## config.mk

```make
export PLATFORM = sky130hd
export DESIGN_NAME = branch_resolve_unit
export DESIGN_NICKNAME = d
export VERILOG_FILES = /design/src/rtl/brl_pkg.sv /design/src/rtl/brl_decode.sv /design/src/rtl/brl_cond.sv /design/src/rtl/brl_target.sv /design/src/rtl/branch_resolve_unit.sv
export SDC_FILE = /design/constraint.sdc
export NUM_CORES = 1
export LEC_CHECK = 0
export ABC_CLOCK_PERIOD_IN_PS = 4600
export BUFFER_PORTS_ARGS = -buffer_cell sky130_fd_sc_hd__clkbuf_2
export CORE_ASPECT_RATIO = 1.25
export CORE_MARGIN = 4
export CORE_UTILIZATION = 45
export CTS_BUF_LIST = sky130_fd_sc_hd__clkbuf_4
export CTS_CLUSTER_DIAMETER = 40
export DETAILED_ROUTE_END_ITERATION = 7
export PLACE_DENSITY = 0.83
export SYNTH_ARGS = -nofsm -noshare
export SYNTH_HDL_FRONTEND = slang
export SYNTH_SLANG_ARGS = --single-unit
```

## constraint.sdc

```tcl
create_clock -name clk -period 4.6 [get_ports clk]
set_input_delay 0.23 -clock clk [delete_from_list [all_inputs] [get_ports clk]]
set_output_delay 0.23 -clock clk [all_outputs]
set_load 0.05 [all_outputs]
```

## src/rtl/brl_pkg.sv

```systemverilog
// Shared types for the branch resolution and link unit.
// Assumes a 5-bit op class code as listed in the unit's requirements.
package brl_pkg;

    typedef enum logic [4:0] {
        OP_BEQ     = 5'd1,  OP_BNE     = 5'd2,  OP_BLEZ    = 5'd3,
        OP_BGTZ    = 5'd4,  OP_BLTZ    = 5'd5,  OP_BGEZ    = 5'd6,
        OP_BLTZAL  = 5'd7,  OP_BGEZAL  = 5'd8,  OP_BEQL    = 5'd9,
        OP_BNEL    = 5'd10, OP_BLEZL   = 5'd11, OP_BGTZL   = 5'd12,
        OP_BLTZL   = 5'd13, OP_BGEZL   = 5'd14, OP_BLTZALL = 5'd15,
        OP_BGEZALL = 5'd16, OP_J       = 5'd17, OP_JAL     = 5'd18,
        OP_JR      = 5'd19, OP_JALR    = 5'd20
    } br_op_e;

    typedef enum logic [2:0] {
        CND_EQ, CND_NE, CND_LEZ, CND_GTZ, CND_LTZ, CND_GEZ, CND_ALWAYS
    } cond_e;

    typedef enum logic [1:0] {
        TGT_PCREL, TGT_JIMM, TGT_JREG
    } tgt_e;

    typedef struct packed {
        logic  legal;
        cond_e cond;
        tgt_e  tsel;
        logic  likely;
        logic  link_fixed;
        logic  link_rt;
        logic  hint_chk;
    } dec_t;

endpackage

```

## src/rtl/brl_decode.sv

```systemverilog
// Op class decoder: maps the 5-bit op code onto condition, target source,
// likely and link attributes. Unknown codes come out with legal = 0.
// Assumes the code assignment of brl_pkg::br_op_e.
module brl_decode
    import brl_pkg::*;
(
    input  logic [4:0] op,
    output dec_t       dec
);

    // Table lookup of attributes per op class
    always_comb begin
        dec = '{legal: 1'b1, cond: CND_ALWAYS, tsel: TGT_PCREL,
                likely: 1'b0, link_fixed: 1'b0, link_rt: 1'b0, hint_chk: 1'b0};
        case (op)
            OP_BEQ:     dec.cond = CND_EQ;
            OP_BNE:     dec.cond = CND_NE;
            OP_BLEZ:    dec.cond = CND_LEZ;
            OP_BGTZ:    dec.cond = CND_GTZ;
            OP_BLTZ:    dec.cond = CND_LTZ;
            OP_BGEZ:    dec.cond = CND_GEZ;
            OP_BLTZAL:  begin dec.cond = CND_LTZ; dec.link_fixed = 1'b1; end
            OP_BGEZAL:  begin dec.cond = CND_GEZ; dec.link_fixed = 1'b1; end
            OP_BEQL:    begin dec.cond = CND_EQ;  dec.likely = 1'b1; end
            OP_BNEL:    begin dec.cond = CND_NE;  dec.likely = 1'b1; end
            OP_BLEZL:   begin dec.cond = CND_LEZ; dec.likely = 1'b1; end
            OP_BGTZL:   begin dec.cond = CND_GTZ; dec.likely = 1'b1; end
            OP_BLTZL:   begin dec.cond = CND_LTZ; dec.likely = 1'b1; end
            OP_BGEZL:   begin dec.cond = CND_GEZ; dec.likely = 1'b1; end
            OP_BLTZALL: begin dec.cond = CND_LTZ; dec.likely = 1'b1; dec.link_fixed = 1'b1; end
            OP_BGEZALL: begin dec.cond = CND_GEZ; dec.likely = 1'b1; dec.link_fixed = 1'b1; end
            OP_J:       dec.tsel = TGT_JIMM;
            OP_JAL:     begin dec.tsel = TGT_JIMM; dec.link_fixed = 1'b1; end
            OP_JR:      begin dec.tsel = TGT_JREG; dec.hint_chk = 1'b1; end
            OP_JALR:    begin dec.tsel = TGT_JREG; dec.hint_chk = 1'b1; dec.link_rt = 1'b1; end
            default:    dec.legal = 1'b0;
        endcase
    end

endmodule

```

## src/rtl/brl_cond.sv

```systemverilog
// Condition evaluator: equality between two operands and signed tests of
// the first operand against zero. Assumes two's complement operands.
module brl_cond
    import brl_pkg::*;
#(
    parameter int XLEN = 32
) (
    input  cond_e           cond,
    input  logic [XLEN-1:0] a,
    input  logic [XLEN-1:0] b,
    output logic            hit
);

    logic is_zero;
    logic is_neg;

    // Sign and zero flags of the first operand
    always_comb begin
        is_zero = (a == '0);
        is_neg  = a[XLEN-1];
    end

    // Condition select
    always_comb begin
        case (cond)
            CND_EQ:  hit = (a == b);
            CND_NE:  hit = (a != b);
            CND_LEZ: hit = is_neg | is_zero;
            CND_GTZ: hit = ~is_neg & ~is_zero;
            CND_LTZ: hit = is_neg;
            CND_GEZ: hit = ~is_neg;
            default: hit = 1'b1;
        endcase
    end

endmodule

```

## src/rtl/brl_target.sv

```systemverilog
// Target address generator: PC-relative, absolute-region and register forms.
// Assumes IMMW + 2 < XLEN and OFFW <= IMMW.
module brl_target
    import brl_pkg::*;
#(
    parameter int XLEN = 32,
    parameter int IMMW = 26,
    parameter int OFFW = 16
) (
    input  tgt_e            tsel,
    input  logic [XLEN-1:0] pc,
    input  logic [IMMW-1:0] imm,
    input  logic [XLEN-1:0] rs,
    output logic [XLEN-1:0] btgt
);

    localparam int SEXT = XLEN - OFFW - 2;
    localparam int HI   = XLEN - IMMW - 2;

    logic [XLEN-1:0] pc4;
    logic [XLEN-1:0] off;

    // Sequential PC and scaled signed offset
    always_comb begin
        pc4 = pc + XLEN'(4);
        off = {{SEXT{imm[OFFW-1]}}, imm[OFFW-1:0], 2'b00};
    end

    // Target source select
    always_comb begin
        case (tsel)
            TGT_JIMM: btgt = {pc4[XLEN-1 -: HI], imm, 2'b00};
            TGT_JREG: btgt = rs;
            default:  btgt = pc4 + off;
        endcase
    end

endmodule

```

## src/rtl/branch_resolve_unit.sv

```systemverilog
// Branch resolution and link unit. Decodes the op class, gates index-0
// operands to zero, evaluates the condition, forms the target, and
// registers taken/target/link/annul/exception one cycle after in_valid.
// Assumes one delay slot: fall-through address is PC + 8.
module branch_resolve_unit
    import brl_pkg::*;
#(
    parameter int XLEN     = 32,
    parameter int RIDX     = 5,
    parameter int IMMW     = 26,
    parameter int OFFW     = 16,
    parameter int HINTW    = 5,
    parameter int LINK_REG = 31,
    parameter bit ZERO_REG = 1'b1
) (
    input  logic             clk,
    input  logic             rst_n,
    input  logic             in_valid,
    input  logic [4:0]       op,
    input  logic [RIDX-1:0]  rs_idx,
    input  logic [XLEN-1:0]  rs_val,
    input  logic [RIDX-1:0]  rt_idx,
    input  logic [XLEN-1:0]  rt_val,
    input  logic [XLEN-1:0]  pc,
    input  logic [IMMW-1:0]  imm,
    input  logic [HINTW-1:0] hint,
    output logic             out_valid,
    output logic             taken,
    output logic [XLEN-1:0]  target,
    output logic             link_en,
    output logic [RIDX-1:0]  link_reg,
    output logic [XLEN-1:0]  link_data,
    output logic             annul,
    output logic             resv_exc
);

    localparam logic [HINTW-1:0] HINT_PLAIN = '0;
    localparam logic [HINTW-1:0] HINT_HB    = HINTW'(16);

    dec_t            dec;
    logic [XLEN-1:0] rs_eff;
    logic [XLEN-1:0] rt_eff;
    logic            hit;
    logic [XLEN-1:0] btgt;
    logic            hint_ok;
    logic            exc_c;
    logic            taken_c;
    logic            annul_c;
    logic            link_c;
    logic [XLEN-1:0] fall_c;

    brl_decode u_dec (
        .op  (op),
        .dec (dec)
    );

    generate
        if (ZERO_REG) begin : g_zero
            // Register index 0 is hardwired to zero
            always_comb begin
                rs_eff = (rs_idx == '0) ? '0 : rs_val;
                rt_eff = (rt_idx == '0) ? '0 : rt_val;
            end
        end else begin : g_pass
            // Operands used as supplied
            always_comb begin
                rs_eff = rs_val;
                rt_eff = rt_val;
            end
        end
    endgenerate

    brl_cond #(.XLEN(XLEN)) u_cond (
        .cond (dec.cond),
        .a    (rs_eff),
        .b    (rt_eff),
        .hit  (hit)
    );

    brl_target #(.XLEN(XLEN), .IMMW(IMMW), .OFFW(OFFW)) u_tgt (
        .tsel (dec.tsel),
        .pc   (pc),
        .imm  (imm),
        .rs   (rs_eff),
        .btgt (btgt)
    );

    // Legality, side-effect gating and next-fetch selection
    always_comb begin
        hint_ok = ~dec.hint_chk | (hint == HINT_PLAIN) | (hint == HINT_HB);
        exc_c   = ~dec.legal | ~hint_ok;
        taken_c = ~exc_c & hit;
        annul_c = ~exc_c & dec.likely & ~hit;
        link_c  = ~exc_c & (dec.link_fixed | dec.link_rt);
        fall_c  = pc + XLEN'(8);
    end

    // Output register stage
    always_ff @(posedge clk) begin
        if (!rst_n) begin
            out_valid <= 1'b0;
            taken     <= 1'b0;
            link_en   <= 1'b0;
            annul     <= 1'b0;
            resv_exc  <= 1'b0;
            target    <= '0;
            link_reg  <= '0;
            link_data <= '0;
        end else begin
            out_valid <= in_valid;
            taken     <= in_valid & taken_c;
            link_en   <= in_valid & link_c;
            annul     <= in_valid & annul_c;
            resv_exc  <= in_valid & exc_c;
            if (in_valid) begin
                target    <= taken_c ? btgt : fall_c;
                link_reg  <= dec.link_rt ? rt_idx : RIDX'(LINK_REG);
                link_data <= fall_c;
            end
        end
    end

endmodule

```

==> run summary, run 1 <==
Status - completed
Initial Utilization - 45.8%
Final Hold Viols - 0
RR Endpoint - target[29]
Cells on worst reg2reg path - 3
Via density - 6.25
Worst path arrival time - 4190 ps
Post-synth EDFFs - 0
P_leak - 3.93 nW
Initial DRC count - 752
Power Total - 2.24 mW
CTS Sinks - 74
Io pins - 219
P&R area growth vs syn - 19.7%
Flop2flop setup slack - 3530 ps
Max VDD drop - 0.202 mV
Post_cts resized - 0
Most used flip-flop cell after synthesis - dfxtp_1
Ys async rst share - 0%
Cell count after synthesis - 906
Worst-Margin Slew - 1250 ps
Nets - 1273
Hold Path Origin - pc[0]
RSZ-0062 raised after global routing - false
Count of state elements after synthesis - 74
Worst hold stages - 3
Total iterations of the first detailed-routing run - 8
ANT nets after route - 0
Core area - 15600 um2
Max Fclk - 258 MHz
Dpl cells - 1290
DRT Wirelength - 26900 um
Psw - 0.915 mW
DP HPWL - 21500 um
Htree depth - 3
Hold Crit Class - primary input to flop
TNS Setup - 0 ps
Count of different cell masters after synthesis - 64
Worst-Skew Late Latency - 400 ps
Width of the chip - 121 um
Seq/Total Area, Yosys - 20.8%
Finished Layout Cells - 1307
CTS tree - done
Ranking of synthesized cells by area - dfxtp_1 (21%), ha_1 (6.7%), xnor2_1 (6.3%), xor2_1 (5.7%), nand2_1 (5.4%)
Combinational power share - 45.8%
Root Buffer - clkbuf_4
Std-Cell Rows - 51
Pint - 1.32 mW
Switching fraction of total power - 40.8%
GR Overflow Total - 0
Final instance area - 8530 um2
Vias - 8163
Max-cap violation count - 0
Net count after synthesis - 1090
Tcrit/Tclk final - 84.3%
WL/cell - 20.6 um
Hold EP - target[0]
Tmin final - 3880 ps
Final number of max-transition violations - 0
Pwr dens - 263 nW/um2
TritonCTS Buffers - 9
DP Area - 8350 um2
Largest net degree at the start of global routing - 69
Mean Syn Cell Area - 7.86 um2
Gr usage total - 28.6%
CTS Buffer Depth - 2
CP max FO - 7
Total of warnings raised by yosys - 0
First-pass GRT wire length - 40600 um
Netlist Area Pre-Place - 7120 um2
Clock share of power - 21.7%
Cts hold-fix bufs - 0
Register share of total power - 32.5%
CP startpoint kind - primary input
Post-CTS Setup Bufs - 0
Hold WS - 80.7 ps
Reg clk slew, reported paths - 110 ps
Port buffer count - 217
Setup crit end kind - flop
CP required - 4910 ps
Area fraction of the dominant cell type after synthesis - 20.8%
Fraction of layout cells with a size suffix above 1 - 24.1%
Cell taking the most area after synthesis - dfxtp_1
Chip Height - 149 um
DIE AREA - 17900 um2
Skew final - 0 ps
Worst slew margin - 16.3%
RD Place Congestion - 0.958
Worst setup path class - primary input to flop
Reg2reg start - target[29]
Final setup viols - 0
Initial antenna violation count - 3
Vias in the first global route - 7737
Residual DRC - 0
## metrics by stage
step                utilization [%]  setup WS, ps
floorplan                         -           829
global placement               53.6           420
detailed placement             53.6           357
CTS                            54.8           793
global route                   54.8           496
finish                         54.8           721
## metal layers
layer  routed length [um]  vias to the layer above  share of wire, %  track usage [%]
li1                     -                     3840                 -                -
met4                 1530                        4               5.7             15.2
met1                10400                     3791                39             34.3
met2                12800                      432                48             49.0
met3                 2160                       96               8.0             4.34
met5                   23                        -             0.085                0
## cells in the mapped netlist (6+ instances only)
cell and instances:
a21oi_1 39, clkbuf_1 50, a211oi_1 12, o211a_1 24, a22o_1 24, a222oi_1 18
dfxtp_1 74, and3_1 8, o21bai_1 6, nor2_1 49, o31ai_1 6, nand2_1 103
a211o_1 6, xor2_1 46, xnor2_1 51, buf_2 8, mux2i_1 25, nor4_1 16
nand3b_1 18, inv_1 16, nor3_1 13, a32oi_1 17, nor2b_1 14, nand4_1 12
o21ai_0 32, ha_1 38, o22ai_1 51, a21o_1 15, nand3_1 31
## critical path: stages
cell and delay (ps):
clkbuf_2 160, ha_1 290, nand4_1 180, nor4b_2 330, buf_4 170, nor2b_1 200
nand2_1 90, xnor2_1 200, ha_1 340, and3_1 230, nor3b_1 150, a21oi_1 270
nor2_1 140, a311o_1 350, a211o_1 270, or3_1 390, a22o_1 190
## kinds of logic (layout without fill, tap and decap cells)
group                      after synthesis  after routing  synth area share (%)
and+or+nand+nor                        294            294                  20.5
AOI/OAI and AO/OA                      293            293                  30.8
xor gates and xnor gates                98             98                  12.2
buffers and inverters                   82            270                  4.99
DFF                                     74             74                  20.8
adders and majority gates               39             39                  6.95
muxes                                   26             26                  3.67
other                                    0              1                     0
## layout make-up
cell class	count	area, um2
well taps	212	265
inverters	16	60.1
clock buffers	9	67.6
repair buffers	238	1260
multi-input cells	750	5290
flip-flops and latches	74	1480
diodes	1	2.50
clock inverters	7	108
fillers	1530	7040
## power groups by stage
stage,Combinational [mW],Clock (mW),Sequential [mW]
final,1.03,0.486,0.728
after global routing,1.10,0.523,0.733
after CTS,1.01,0.491,0.727
after detailed placement,1.01,0,0.742
after global placement,0.995,0,0.741
after floorplan,0.510,0,0.918
## cells in the final DEF (no fill, tap or decap), types with 13 or more instances in the layout
cell	count
ha_1	38
nand3_1	31
xor2_1	46
a22o_1	24
nor2b_1	13
o211a_1	24
nor4_1	16
o22ai_1	51
nor2_1	49
o21ai_0	32
nand2_1	103
a21o_1	15
inv_1	16
a222oi_1	18
buf_4	20
nor3_1	13
mux2i_1	25
dfxtp_1	74
a21oi_1	39
a32oi_1	17
nand3b_1	18
clkbuf_2	217
xnor2_1	51
## worst max-delay path by stage
stage	end	from	cells past startpoint	slack [ps]
after CTS	target[31]	pc[4]	17	790
after global routing	target[28]	pc[4]	21	500
after detailed placement	target[31]	pc[4]	17	360
after floorplan	target[31]	pc[6]	18	830
final	target[31]	pc[4]	17	720
after global placement	target[31]	pc[4]	17	420
No activity file was read; power rests on OpenSTA's default activity.
==> run 2: changes to the inputs <==
Settings changed: ABC_AREA set to 1, ABC_CLOCK_PERIOD_IN_PS 4600 to 3490, PLACE_DENSITY 0.83 to 0.85.
Clock period 4.6 ns to 3.49 ns, I/O delays scaled along.
==> run summary, run 2 <==
Status - finished, violations left
Failing checks - DRC
Vias - 10100 (+24%)
Synth Area in Simple Gates - 39.0% (+18 points)
Combinational power share - 51.5% (+5.7 points)
Mux cell area share after synthesis - 0% (-3.7 points)
Htree depth - 3 (unchanged)
RSZ-0062 raised after global routing - false
Net count after synthesis - 1533 (+41%)
CTS Sinks - 74 (unchanged)
Ys async rst share - 0% (unchanged)
Final Hold Viols - 0 (unchanged)
RR Endpoint - target[20]
P&R area growth vs syn - 25.7%
Chip Height - 155 um (+4.3%)
Fraction of layout cells with a size suffix above 1 - 21.1% (-3.1 points)
First-pass GRT wire length - 49400 um (+21%)
Switching fraction of total power - 46.8% (+6.0 points)
Clock share of power - 17.8% (-3.9 points)
Power Total - 3.12 mW (+39%)
Root Buffer - clkbuf_4
Initial Utilization - 46.0% (+0.27 points)
Final instance area - 9790 um2 (+15%)
Std-Cell Rows - 53 (+3.9%)
Skew final - 0 ps (unchanged)
Max-cap violation count - 0 (unchanged)
Tmin final - 3190 ps
Port buffer count - 217 (unchanged)
Top cells by count, synth - nand2_1 (398), inv_1 (169), nand3_1 (139), nor2_1 (103), a21oi_1 (95)
Worst setup path endpoint - target[20]
Cells on worst reg2reg path - 2 (-1)
Pint - 1.66 mW (+25%)
ANT nets after route - 0 (unchanged)
Nets - 1803 (+42%)
DRT Wirelength - 32200 um (+20%)
Mean Syn Cell Area - 5.77 um2 (-27%)
Max VDD drop - 0.223 mV (+10%)
Reg2reg start - target[20]
Reg clk slew, reported paths - 130 ps (+20 ps)
TNS Setup - 0 ps (unchanged)
Worst setup path class - primary input to flop
Residual DRC - 1 (+1)
Count of state elements after synthesis - 74 (unchanged)
DIE AREA - 19500 um2 (+8.7%)
Initial antenna violation count - 1 (-2)
Vias in the first global route - 9344 (+21%)
Xor/xnor cell area share of the yosys netlist - 6.64% (-5.6 points)
Post-synth EDFFs - 0 (unchanged)
DP HPWL - 26700 um (+24%)
Area fraction of the dominant cell type after synthesis - 19.2% (-1.6 points)
Count of different cell masters after synthesis - 42 (-34%)
Worst slew margin - 17.7% (+1.3 points)
GR Overflow Total - 0 (unchanged)
Worst path arrival time - 3480 ps (-710 ps)
CTS tree - done
Final setup viols - 0 (unchanged)
Cell taking the most area after synthesis - nand2_1
Finished Layout Cells - 1845 (+41%)
Synth Area in Adders - 6.37% (-0.59 points)
Largest family of logic cells by synthesized area - simple AND/OR/NAND/NOR gates
Total of warnings raised by yosys - 0 (unchanged)
CP required - 3790 ps (-1120 ps)
WL/cell - 17.4 um (-15%)
Max Fclk - 314 MHz
Post-synthesis compound-gate area fraction - 17.2% (-14 points)
Most frequent cells in the layout - nand2_1 (398), clkbuf_2 (217), inv_1 (169)
Io pins - 219 (unchanged)
Initial DRC count - 1072 (+43%)
P_leak - 5.20 nW (+32%)
Worst-Margin Slew - 1230 ps (-15.9 ps)
Width of the chip - 126 um (+4.2%)
Via density - 5.50 (-12%)
Top-count cell post-synth - nand2_1
CP startpoint kind - primary input
Total iterations of the first detailed-routing run - 8 (unchanged)
Flop2flop setup slack - 2750 ps (-780 ps)
Netlist Area Pre-Place - 7780 um2 (+9.3%)
Core area - 16900 um2 (+8.6%)
Most used flip-flop cell after synthesis - dfxtp_1
DP Area - 9600 um2 (+15%)
Tcrit/Tclk final - 91.3%
Commonest non-fill, non-tap cell in the layout - nand2_1
Register share of total power - 30.6% (-1.9 points)
Hold Crit Class - primary input to flop
Worst-Skew Late Latency - 440 ps (+40 ps)
Dpl cells - 1824 (+41%)
RD Place Congestion - 1.06 (+10%)
CP max FO - 6 (-1)
TritonCTS Buffers - 9 (unchanged)
Pwr dens - 319 nW/um2 (+22%)
Final number of max-transition violations - 0 (unchanged)
Gr usage total - 31.6% (+3.1 points)
Setup crit end kind - flop
Cell count after synthesis - 1349 (+49%)
Setup crit start - pc[3]
Ranking of synthesized cells by area - nand2_1 (19%), dfxtp_1 (19%), nand3_1 (8.9%), inv_1 (8.1%), a21oi_1 (6.1%)
Largest net degree at the start of global routing - 96 (+39%)
Seq/Total Area, Yosys - 19.0% (-1.8 points)
CTS Buffer Depth - 2 (unchanged)
Psw - 1.46 mW (+60%)
[run 2: area by class of cell]
type	count	area [um2]
well taps	220	275
fillers	1698	7120
flip-flops and latches	74	1480
clock inverters	7	75.1
multi-input cells	1046	5400
diodes	1	2.50
repair buffers	314	1840
inverters	174	653
clock buffers	9	67.6
[run 2: metrics by stage]
stage	util (%)	worst slack, ps	hold WS, ps
2_1_floorplan	-	317	269
3_3_place_gp	56.8	-63.8	446
6_report	57.9	304	34.1
3_5_place_dp	56.8	-132	452
5_1_grt	57.9	11.1	42.9
4_1_cts	57.8	344	12.1
[run 2: cell families after synthesis]
kind of cell	Yosys count
AO/OA/AOI/OAI	235
AND/OR/NAND/NOR	713
XOR/XNOR	59
flip-flops	74
adder cells (fa/ha/maj)	39
buffers and inverters	229
[run 2: critical path, stage by stage]
cell and delay, ps:
clkbuf_2 100, ha_2 200, nand3_1 100, nor2_1 130, inv_1 80, nor3_1 140, buf_4 180, nand3_1 90
xor2_1 180, nand2_1 60, o21ai_0 180, ha_1 360, a21oi_1 200, o21ai_1 100, a21oi_1 200, nand3_1 130
or2_2 280, nand3_1 100, o211ai_1 150, inv_1 90, nand3_1 80, nand3_1 100, a21oi_1 70
[run 2: how the worst min path moves through the flow]
stage	startpoint	endpoint	depth (start not counted)
floorplan	pc[3]	link_data[3]	1
global placement	rt_idx[4]	link_reg[4]	3
detailed placement	rt_idx[4]	link_reg[4]	3
CTS	rt_idx[0]	link_reg[0]	3
global route	pc[1]	link_data[1]	3
finish	rt_idx[0]	link_reg[0]	3
[run 2: what timing repair did]
| item | 4_1_cts | 5_1_grt |
|---|---|---|
| buffers inserted | 0 | 0 |
| setup endpoints to repair | 0 | 2 |
| hold buffers | 4 | 0 |
| hold endpoints to repair | 4 | 0 |
| gates resized for setup | 0 | 3 |
[run 2: layer usage]
metal	vias to the layer above	global-route usage, %	share of wire (%)
li1	4978	-	-
met1	4492	38.5	39
met2	566	54.4	47
met3	109	3.50	7.8
met4	0	17.5	6.2
met5	-	0	0
[run 2: power groups by stage]
stage / Combinational (mW) / Sequential, mW / Clock, mW
floorplan: 0.758 / 1.21 / 0
global placement: 1.56 / 0.972 / 0
detailed placement: 1.57 / 0.974 / 0
CTS: 1.58 / 0.955 / 0.560
global route: 1.74 / 0.965 / 0.590
finish: 1.61 / 0.957 / 0.556
==> run 3: changes to the inputs <==
Settings changed: BUFFER_PORTS_ARGS -buffer_cell sky130_fd_sc_hd__clkbuf_2 to unset, CORE_ASPECT_RATIO 1.25 to 1.1, DONT_BUFFER_PORTS set to 1, PLACE_DENSITY 0.85 to 0.74, SLEW_MARGIN set to 15.
==> run summary, run 3 (synthesized netlist as in run 2, its figures left out) <==
Status - completed
CP Cell Sequence - ha_1 -> nand3_1 -> nor2_1 -> inv_1 -> nor3_1 -> buf_4 -> nand3_1 -> xor2_1 -> nand2_1 -> o21ai_0 -> ha_1 -> a21oi_1 -> o21ai_0 -> a21oi_1 -> nand3_1 -> or2_2 -> nand3_1 -> o211ai_1 -> inv_1 -> nand3_1 -> nand3_1 -> a21oi_1
Pwr dens - 337 nW/um2 (+5.7%)
CTS tree - done
Vias in the first global route - 8340 (-11%)
CTS Buffer Depth - 2 (unchanged)
Width of the chip - 133 um (+6.2%)
Commonest non-fill, non-tap cell in the layout - nand2_1
Initial DRC count - 843 (-21%)
Setup crit end kind - flop
Reg clk slew, reported paths - 120 ps (about the same)
Port buffer count - 0 (-100%)
Fraction of layout cells with a size suffix above 1 - 6.05% (-15 points)
Max Fclk - 320 MHz (+2.0%)
RSZ-0062 raised after global routing - false
Worst path arrival time - 3400 ps (-80 ps)
P&R area growth vs syn - 8.73%
Worst-Margin Slew - 1090 ps (-147 ps)
Cts hold-fix bufs - 12 (+8)
Max VDD drop - 0.260 mV (+17%)
DIE AREA - 19500 um2 (about the same)
Worst path slowest cell - ha_1
Clock share of power - 18.4% (+0.6 points)
Post_cts resized - 0 (unchanged)
Tcrit/Tclk final - 89.5% (-1.8 points)
First-pass GRT wire length - 46500 um (-5.8%)
Flop2flop setup slack - 1920 ps (-830 ps)
RR Endpoint - link_data[0]
CP peak stage delay - 370 ps (about the same)
Largest net degree at the start of global routing - 93 (-3.1%)
TritonCTS Buffers - 9 (unchanged)
ANT nets after route - 0 (unchanged)
Residual DRC - 0 (-1)
CTS Sinks - 74 (unchanged)
Final Hold Viols - 0 (unchanged)
Worst slew margin - 27.1% (+9.5 points)
Final worst slack - 368 ps (+63.8 ps)
Hold EP - link_data[16]
Initial antenna violation count - 0 (-1)
CP max FO - 5 (-1)
Core Util, Final - 49.7% (-8.1 points)
Reg2reg start - link_data[0]
Initial Utilization - 45.7% (-0.29 points)
Via density - 5.67 (+3.0%)
Combinational power share - 38.8% (-13 points)
Tmin final - 3120 ps (-63.8 ps)
CP required - 3770 ps (-20 ps)
Io pins - 219 (unchanged)
Post-CTS Setup Bufs - 0 (unchanged)
Cell mode on critical path - nand3_1
Htree depth - 3 (unchanged)
P_leak - 4.11 nW (-21%)
Switching fraction of total power - 46.6% (-0.22 points)
Most frequent cells in the layout - nand2_1 (398), inv_1 (168), nand3_1 (138)
Worst setup path class - primary input to flop
Pint - 1.52 mW (-8.2%)
TNS Setup - 0 ps (unchanged)
Nets - 1551 (-14%)
DP HPWL - 25200 um (-5.3%)
Worst slack, placed - -26.6 ps (+105 ps)
Hold Path Origin - pc[16]
Chip Height - 146 um (-5.9%)
Total iterations of the first detailed-routing run - 6 (-2)
Psw - 1.33 mW (-9.0%)
Root Buffer - clkbuf_4
Number of antenna diodes - 0 (-1)
Register share of total power - 42.7% (+12 points)
Final number of max-transition violations - 0 (unchanged)
Skew final - 0 ps (unchanged)
Std-Cell Rows - 50 (-5.7%)
Worst-Skew Late Latency - 440 ps (about the same)
Cells on worst reg2reg path - 3 (+1)
DRT Wirelength - 30800 um (-4.4%)
Hold WS - 17.5 ps (-16.6 ps)
Core area - 17000 um2 (+0.63%)
Gr usage total - 30.1% (-1.5 points)
DP Area - 8190 um2 (-15%)
Max-cap violation count - 0 (unchanged)
WL/cell - 19.2 um (+9.8%)
Hold Crit Class - primary input to flop
GR Overflow Total - 0 (unchanged)
CP startpoint kind - primary input
Vias - 9098 (-10%)
Final instance area - 8460 um2 (-14%)
RD Place Congestion - 0.992 (-6.1%)
Final setup viols - 0 (unchanged)
Worst hold stages - 4 (+1)
## run 3: worst max path at each step
stage,from,end,slack [ps],cells after the start
finish,pc[3],target[20],370,22
CTS,pc[3],target[20],450,22
global route,pc[3],target[28],40,24
floorplan,pc[14],target[20],320,22
detailed placement,pc[3],target[20],-30,22
global placement,pc[3],target[20],90,22
## run 3: worst max-delay path: cells and delay by family
family / cells / cell delay (ps)
AO/OA/AOI/OAI: 6 / 900
adder cells (fa/ha/maj): 2 / 520
buffers and inverters: 3 / 370
AND/OR/NAND/NOR: 10 / 1270
XOR/XNOR: 1 / 170
## run 3: per-layer routing
layer | GRT usage (%) | wire [um]
met1 | 37.5 | 11800
met2 | 49.5 | 14100
met3 | 8.37 | 3670
met4 | 11.7 | 1230
met5 | 0 | 0
## run 3: layout make-up
class / instances / area (um2)
Clock buffer: 9 / 67.6
Timing Repair Buffer: 62 / 508
Multi-Input combinational cell: 1046 / 5390
Sequential cell: 74 / 1480
Inverter: 174 / 653
Clock inverter: 7 / 70.1
Fill cell: 1831 / 8550
Tap cell: 234 / 293
## run 3: per-stage QoR
step	total power, mW	instances
after detailed placement	2.28	1578
after CTS	2.83	1606
after floorplan	1.97	1349
after global placement	2.27	1578
final	2.85	1606
after global routing	3.02	1606
## run 3: power by group through the flow
stage | combinational, mW | sequential, mW | clock (mW)
floorplan | 0.758 | 1.21 | 0
global placement | 1.03 | 1.24 | 0
detailed placement | 1.04 | 1.24 | 0
CTS | 1.08 | 1.22 | 0.529
global route | 1.23 | 1.23 | 0.566
finish | 1.11 | 1.22 | 0.526
